--- config.mk ---
export PLATFORM = sky130hd
export DESIGN_NAME = flyby_dma
export DESIGN_NICKNAME = d
export VERILOG_FILES = /design/src/rtl/dma_pkg.sv /design/src/rtl/dma_datapath.sv /design/src/rtl/dma_ctrl.sv /design/src/rtl/flyby_dma.sv
export SDC_FILE = /design/constraint.sdc
export NUM_CORES = 1
export LEC_CHECK = 0
export BUFFER_PORTS_ARGS = -buffer_cell sky130_fd_sc_hd__buf_4
export CORE_ASPECT_RATIO = 0.6
export CORE_MARGIN = 2
export CORE_UTILIZATION = 30
export CTS_BUF_LIST = sky130_fd_sc_hd__clkbuf_4
export DETAILED_ROUTE_END_ITERATION = 7
export HOLD_SLACK_MARGIN = 0.03
export PLACE_DENSITY = 0.47
export SETUP_SLACK_MARGIN = 0.2
export SLEW_MARGIN = 20
export SYNTH_ARGS = -nofsm -noshare
export SYNTH_HDL_FRONTEND = slang
export SYNTH_SLANG_ARGS = --single-unit
--- constraint.sdc ---
create_clock -name clk -period 7.2 [get_ports clk]
set_input_delay 0.72 -clock clk [delete_from_list [all_inputs] [get_ports clk]]
set_output_delay 0.72 -clock clk [all_outputs]
set_load 0.03 [all_outputs]
--- src/rtl/dma_pkg.sv ---
package dma_pkg;
  localparam int CH_IDX_W = 2;
  localparam int MAX_CH   = 1 << CH_IDX_W;

  typedef struct packed {
    logic                step;  // advance address and count of chan
    logic [CH_IDX_W-1:0] chan;  // channel under service
  } dp_ctl_t;

  typedef enum logic [1:0] {
    S_IDLE   = 2'd0,
    S_WAIT   = 2'd1,
    S_STROBE = 2'd2,
    S_GAP    = 2'd3
  } dma_state_e;
endpackage

--- src/rtl/dma_datapath.sv ---
module dma_datapath
  import dma_pkg::*;
#(
  parameter int NUM_CH = 4,
  parameter int ADDR_W = 16,
  parameter int CNT_W  = 16
) (
  input  logic                clk,
  input  logic                rstN,
  input  logic                cfgWe,
  input  logic [CH_IDX_W-1:0] cfgChan,
  input  logic [1:0]          cfgSel,
  input  logic [ADDR_W-1:0]   cfgData,
  input  logic                busy,
  input  dp_ctl_t             ctl,
  output logic [NUM_CH-1:0]   armed,
  output logic [ADDR_W-1:0]   curAddr,
  output logic                curLast,
  output logic                curDir
);
  logic [ADDR_W-1:0] addrQ [NUM_CH];
  logic [CNT_W-1:0]  cntQ  [NUM_CH];
  logic [NUM_CH-1:0] dirQ;

  logic wrOk;
  assign wrOk = cfgWe && !(busy && cfgChan == ctl.chan);

  for (genvar i = 0; i < NUM_CH; i++) begin : g_ch
    always_ff @(posedge clk) begin
      if (!rstN) begin
        addrQ[i] <= '0;
        cntQ[i]  <= '0;
        dirQ[i]  <= 1'b0;
      end else if (ctl.step && ctl.chan == CH_IDX_W'(i)) begin
        addrQ[i] <= addrQ[i] + 1'b1;
        cntQ[i]  <= cntQ[i] - 1'b1;
      end else if (wrOk && cfgChan == CH_IDX_W'(i)) begin
        case (cfgSel)
          2'd0:    addrQ[i] <= cfgData;
          2'd1:    cntQ[i]  <= cfgData[CNT_W-1:0];
          2'd2:    dirQ[i]  <= cfgData[0];
          default: ;
        endcase
      end
    end
    assign armed[i] = cntQ[i] != '0;
  end

  assign curAddr = addrQ[ctl.chan];
  assign curLast = cntQ[ctl.chan] == CNT_W'(1);
  assign curDir  = dirQ[ctl.chan];

  // each step advances the served channel's address by exactly one
  p_addr_step_r7: assert property (@(posedge clk) disable iff (!rstN)
    ctl.step |=> addrQ[$past(ctl.chan)] == $past(addrQ[ctl.chan]) + 1'b1);

  // served channel's count only moves by the step, never by a write
  p_cnt_locked_r11: assert property (@(posedge clk) disable iff (!rstN)
    ctl.step |=> cntQ[$past(ctl.chan)] == $past(cntQ[ctl.chan]) - 1'b1);
endmodule

--- src/rtl/dma_ctrl.sv ---
module dma_ctrl
  import dma_pkg::*;
#(
  parameter int NUM_CH = 4
) (
  input  logic              clk,
  input  logic              rstN,
  input  logic [NUM_CH-1:0] dmaReq,
  input  logic [NUM_CH-1:0] armed,
  input  logic              holdAck,
  input  logic              curLast,
  input  logic              curDir,
  output dp_ctl_t           ctl,
  output logic              busy,
  output logic              holdReq,
  output logic [NUM_CH-1:0] dmaAck,
  output logic              memRd,
  output logic              memWr,
  output logic              ioRd,
  output logic              ioWr,
  output logic [NUM_CH-1:0] doneIrq
);
  dma_state_e          stateQ, stateD;
  logic [CH_IDX_W-1:0] chanQ, pickIdx;
  logic [NUM_CH-1:0]   cand;

  assign cand = dmaReq & armed;

  // fixed priority: lowest index wins (last assignment in descending loop)
  always_comb begin
    pickIdx = '0;
    for (int i = NUM_CH - 1; i >= 0; i--)
      if (cand[i]) pickIdx = CH_IDX_W'(i);
  end

  always_comb begin
    stateD = stateQ;
    case (stateQ)
      S_IDLE:   if (|cand) stateD = S_WAIT;
      S_WAIT:   if (holdAck) stateD = S_STROBE;
      S_STROBE: stateD = S_GAP;
      S_GAP:    stateD = curLast ? S_IDLE : S_STROBE;
      default:  stateD = S_IDLE;
    endcase
  end

  always_ff @(posedge clk) begin
    if (!rstN) begin
      stateQ  <= S_IDLE;
      chanQ   <= '0;
      doneIrq <= '0;
    end else begin
      stateQ <= stateD;
      if (stateQ == S_IDLE && |cand) chanQ <= pickIdx;
      for (int i = 0; i < NUM_CH; i++)
        doneIrq[i] <= stateQ == S_GAP && curLast && chanQ == CH_IDX_W'(i);
    end
  end

  logic inBlock, strobeOn;
  assign inBlock  = stateQ == S_STROBE || stateQ == S_GAP;
  assign strobeOn = stateQ == S_STROBE;

  assign busy     = stateQ != S_IDLE;
  assign holdReq  = busy;
  assign ctl.step = stateQ == S_GAP;
  assign ctl.chan = chanQ;
  assign memRd    = strobeOn &&  curDir;
  assign ioWr     = strobeOn &&  curDir;
  assign ioRd     = strobeOn && !curDir;
  assign memWr    = strobeOn && !curDir;

  for (genvar i = 0; i < NUM_CH; i++) begin : g_ack
    assign dmaAck[i] = inBlock && chanQ == CH_IDX_W'(i);
  end

  // at most one acknowledge at a time
  p_ack_onehot_r5: assert property (@(posedge clk) disable iff (!rstN)
    $onehot0(dmaAck));
  // bus is released only together with a completion pulse
  p_hold_release_r4: assert property (@(posedge clk) disable iff (!rstN)
    $fell(holdReq) |-> |doneIrq);
  // no bus activity without grant
  p_no_strobe_ungranted_r3: assert property (@(posedge clk) disable iff (!rstN)
    (memRd || ioRd) |-> holdAck && |dmaAck);
  // strobes come in the matching pair and last one cycle
  p_strobe_pair_r6: assert property (@(posedge clk) disable iff (!rstN)
    memRd |-> ioWr && !memWr && !ioRd);
  p_strobe_single_r6: assert property (@(posedge clk) disable iff (!rstN)
    (memRd || ioRd) |=> !(memRd || ioRd));
  // served channel stays fixed during a block
  p_no_preempt_r10: assert property (@(posedge clk) disable iff (!rstN)
    (inBlock && $past(inBlock)) |-> $stable(dmaAck));
  // completion pulse lasts one cycle
  p_irq_pulse_r8: assert property (@(posedge clk) disable iff (!rstN)
    |doneIrq |=> !(|doneIrq));
endmodule

--- src/rtl/flyby_dma.sv ---
module flyby_dma
  import dma_pkg::*;
#(
  parameter int NUM_CH = 4,
  parameter int ADDR_W = 16,
  parameter int CNT_W  = 16
) (
  input  logic                clk,
  input  logic                rstN,
  input  logic                cfgWe,
  input  logic [CH_IDX_W-1:0] cfgChan,
  input  logic [1:0]          cfgSel,
  input  logic [ADDR_W-1:0]   cfgData,
  input  logic [NUM_CH-1:0]   dmaReq,
  output logic [NUM_CH-1:0]   dmaAck,
  output logic                holdReq,
  input  logic                holdAck,
  output logic [ADDR_W-1:0]   memAddr,
  output logic                memRd,
  output logic                memWr,
  output logic                ioRd,
  output logic                ioWr,
  output logic [NUM_CH-1:0]   doneIrq
);
  initial begin
    if (NUM_CH > MAX_CH || CNT_W > ADDR_W)
      $error("flyby_dma: unsupported parameter combination");
  end

  dp_ctl_t           ctl;
  logic              busy, curLast, curDir;
  logic [NUM_CH-1:0] armed;

  dma_ctrl #(.NUM_CH(NUM_CH)) u_ctrl (
    .clk, .rstN, .dmaReq, .armed, .holdAck, .curLast, .curDir,
    .ctl, .busy, .holdReq, .dmaAck, .memRd, .memWr, .ioRd, .ioWr, .doneIrq
  );

  dma_datapath #(.NUM_CH(NUM_CH), .ADDR_W(ADDR_W), .CNT_W(CNT_W)) u_dp (
    .clk, .rstN, .cfgWe, .cfgChan, .cfgSel, .cfgData, .busy, .ctl,
    .armed, .curAddr(memAddr), .curLast, .curDir
  );
endmodule

==> out/results.ini <==
[synth]
avgSynthCellArea_um2=11.0
synth_top_flop_cell=edfxtp_1
synth_cells=769
ys_seq_area_share_pct=48.6
yosysWarningCount=0
netlist_area_um2=8490
synth_nets=805
synth_edf_count=128
synthArstFlopShare_pct=0
synth-seq-cells=142
synth_cell_types=60

[timing]
setup_viol=0
max_freq_ghz=0.311
grt_setup_unrepaired=no
setup_tns_ps=0
clock_skew_ps=22.2
worst_slew_pin_slew_ps=1060
final-hold-violation-count=0
slew_violations=0
period_minus_slack_ps=3210
timing.final.crit_share_pct=44.6
slew-limit-headroom_pct=29.1

[grt]
grt_pass1_vias=5954
grt_pass1_wl_um=38800
top_usage_layer=met1
grtUsageMet1_pct=28.5
use_met3_pct=4.23
antenna_found_initial=0
grt_max_degree=33
grt_usage_pct=17.7
use_met2_pct=23.2
grt_remaining_overflow=0

[route]
vias=6352
routed_wirelength_um=25700
wl_per_cell_um=21.7
firstDrtPassIters=5
antenna_left=0
drc=0
drtIter0Drc=497
post_drt_via_cell_ratio=5.38

[flow_run]
maxCapViolations=0

[worst_setup_path]
r2r_end=u_dp.cntQ[0][10]$_DFFE_PP_
worst_r2r_startpoint=u_ctrl.chanQ[0]$_SDFFE_PN0N_
ff2ff_path_depth=5
crit_required_ps=7440
path_max_fanout=17
crit_type=flip-flop to flip-flop
rrSetupSlack_ps=3990
endpoint=u_dp.cntQ[0][10]$_DFFE_PP_
startpoint=u_ctrl.chanQ[0]$_SDFFE_PN0N_
arrival_ps=3450
crit_path_start_kind=flip-flop
crit_path_end_kind=flip-flop

[clocking]
cts-resized-gates=0
root_buffer=clkbuf_4
cts_buffer_depth=2
cts_max_level=4
cts_hold_buf=0
clock_latency_ps=610
cts_sinks=142
post_cts_buffers=0
clk_pin_slew_worst_paths_ps=130
cts_buffers=17
cts_tree=done

[final_layout]
antennaDiodeCount=0
syn2layout_area_growth_pct=12.0
seq_area_um2=4120
drive_above_1_share_pct=16.0
fillCellCount=2784
multi_input_area_um2=4070
postLayoutCellArea_um2=9500
final_nets=837

[floorplan]
fp.coreArea_um2=27700
initial_core_util_pct=30.7
die_area_um2=29700
die_width_um=221
ios=57
rows=47
die_y_um=134

[min_path]
hold_class=primary input to flip-flop
min_path_cells=4

[place]
gp_congestion=0.819
dpl.hpwl_um=18000
dpl_cell_area_um2=9220
io_buffers=56

[power_and_ir_drop]
internal_power_uw=1230
p_comb_share_pct=13.4
p_per_area_nw_per_um2=186
switching_share_pct=30.2
ir_worst_vdd_v=0.000120
switchingPower_uw=534
seqPwrFrac_pct=56.2
clkPwrFrac_pct=30.4
power.leakage_uw=0.00314

[run_status]
status=complete, no violations

[placed cells by master (no fill, tap or decap), types with 20 or more instances in the layout]
cell type  instances
xor2_1            50
nor4_1            20
nor2_1            42
nand3_1           30
edfxtp_1         128
xnor2_1           58
nand2_1           69
a22o_1            28
o2bb2ai_1         62
buf_4             66
o21ai_0           29
[stage by stage]
step	utilization [%]	cells	setup slack, ps	hold slack (ps)	total power (uW)
6_report	34.3	1181	3990	456	1770
5_1_grt	34.3	1181	3740	407	1840
4_1_cts	34.3	1181	3970	389	1780
3_5_place_dp	33.3	1149	3590	461	1250
3_3_place_gp	33.3	1149	3560	457	1250
2_1_floorplan	-	769	4370	435	1150
[layout make-up]
type	instances	share of cell area [%]
Sequential cell	142	43.4
Timing Repair Buffer	66	5.21
Tap cell	367	4.83
Inverter	20	0.790
Clock buffer	17	1.34
Multi-Input combinational cell	554	42.9
Clock inverter	15	1.57
[sequential cells by signal, indices dropped and copies added (netlist names), named ones only]
| register | flops |
|---|---|
| u_ctrl.chanQ | 2 |
| u_ctrl.stateQ | 2 |
| u_ctrl.doneIrq | 4 |
| u_dp.cntQ | 64 |
| u_dp.dirQ | 4 |
| u_dp.addrQ | 64 |
[per-layer routing]
layer  vias up  wire length [um]
met5         -                 0
met4         0               189
met3        12              1570
met2       168             10000
met1      3180             13900
li1       2992                 -
[cells in the mapped netlist, types with 2 or more instances]
master,count,area (um2)
a32o_1,3,30.0
buf_1,7,26.3
nand2_1,71,267
o211ai_1,4,30.0
xor2_1,50,438
a21o_1,6,45.0
nor2_1,42,158
nand3b_1,2,15.0
mux4_2,17,383
or4_1,11,82.6
nand2b_1,2,12.5
ha_1,8,100
xnor2_1,58,508
o31ai_1,8,60.1
and3b_1,2,17.5
dfxtp_1,14,280
nand4_1,5,31.3
nand3_1,30,150
nor3_1,20,100
clkbuf_1,24,90.1
buf_2,9,45.0
buf_4,2,15.0
edfxtp_1,128,3840
o41ai_1,2,17.5
a21oi_1,9,45.0
nor4b_1,2,17.5
inv_1,19,71.3
mux2i_1,3,30.0
o2bb2ai_1,62,543
and3_1,7,43.8
nor4_1,20,125
a22o_1,28,245
clkbuf_2,11,55.1
nand4b_1,3,26.3
or2_2,4,25.0
o21ai_0,29,145
or3_1,19,119
nor3b_1,5,37.5
o21ai_1,2,10.0
[power groups by stage]
stage / clock network (uW) / logic (uW) / registers (uW)
2_1_floorplan: 0 / 163 / 984
3_3_place_gp: 0 / 239 / 1010
3_5_place_dp: 0 / 238 / 1010
4_1_cts: 554 / 239 / 990
5_1_grt: 582 / 256 / 998
6_report: 537 / 237 / 992
[logic make-up (layout without fill, tap and decap cells)]
family,Yosys count,count (layout),synth area share [%]
AOI/OAI and AO/OA,163,163,15.1
xor gates and xnor gates,108,108,11.1
adders and majority gates,8,8,1.18
buffers and inverters,73,118,3.61
DFF,142,142,48.6
muxes,20,20,4.86
and+or+nand+nor,255,255,15.5
[critical path, cell delays in order (launching register included)]
cell	delay, ps
dfxtp_1	590
xor2_1	220
o31ai_1	110
nor4_1	510
and4b_1	740
or3_1	680
[worst min-delay path by stage]
stage	start	end	slack (ps)
floorplan	u_dp.dirQ[3]$_SDFFE_PN0P_	u_dp.dirQ[3]$_SDFFE_PN0P_	440
global placement	u_dp.dirQ[3]$_SDFFE_PN0P_	u_dp.dirQ[3]$_SDFFE_PN0P_	460
detailed placement	u_dp.dirQ[3]$_SDFFE_PN0P_	u_dp.dirQ[3]$_SDFFE_PN0P_	460
CTS	holdAck	u_ctrl.stateQ[0]$_SDFFE_PN0P_	390
global route	holdAck	u_ctrl.stateQ[0]$_SDFFE_PN0P_	410
finish	holdAck	u_ctrl.stateQ[0]$_SDFFE_PN0P_	460
(Power assumes the default switching activity.)
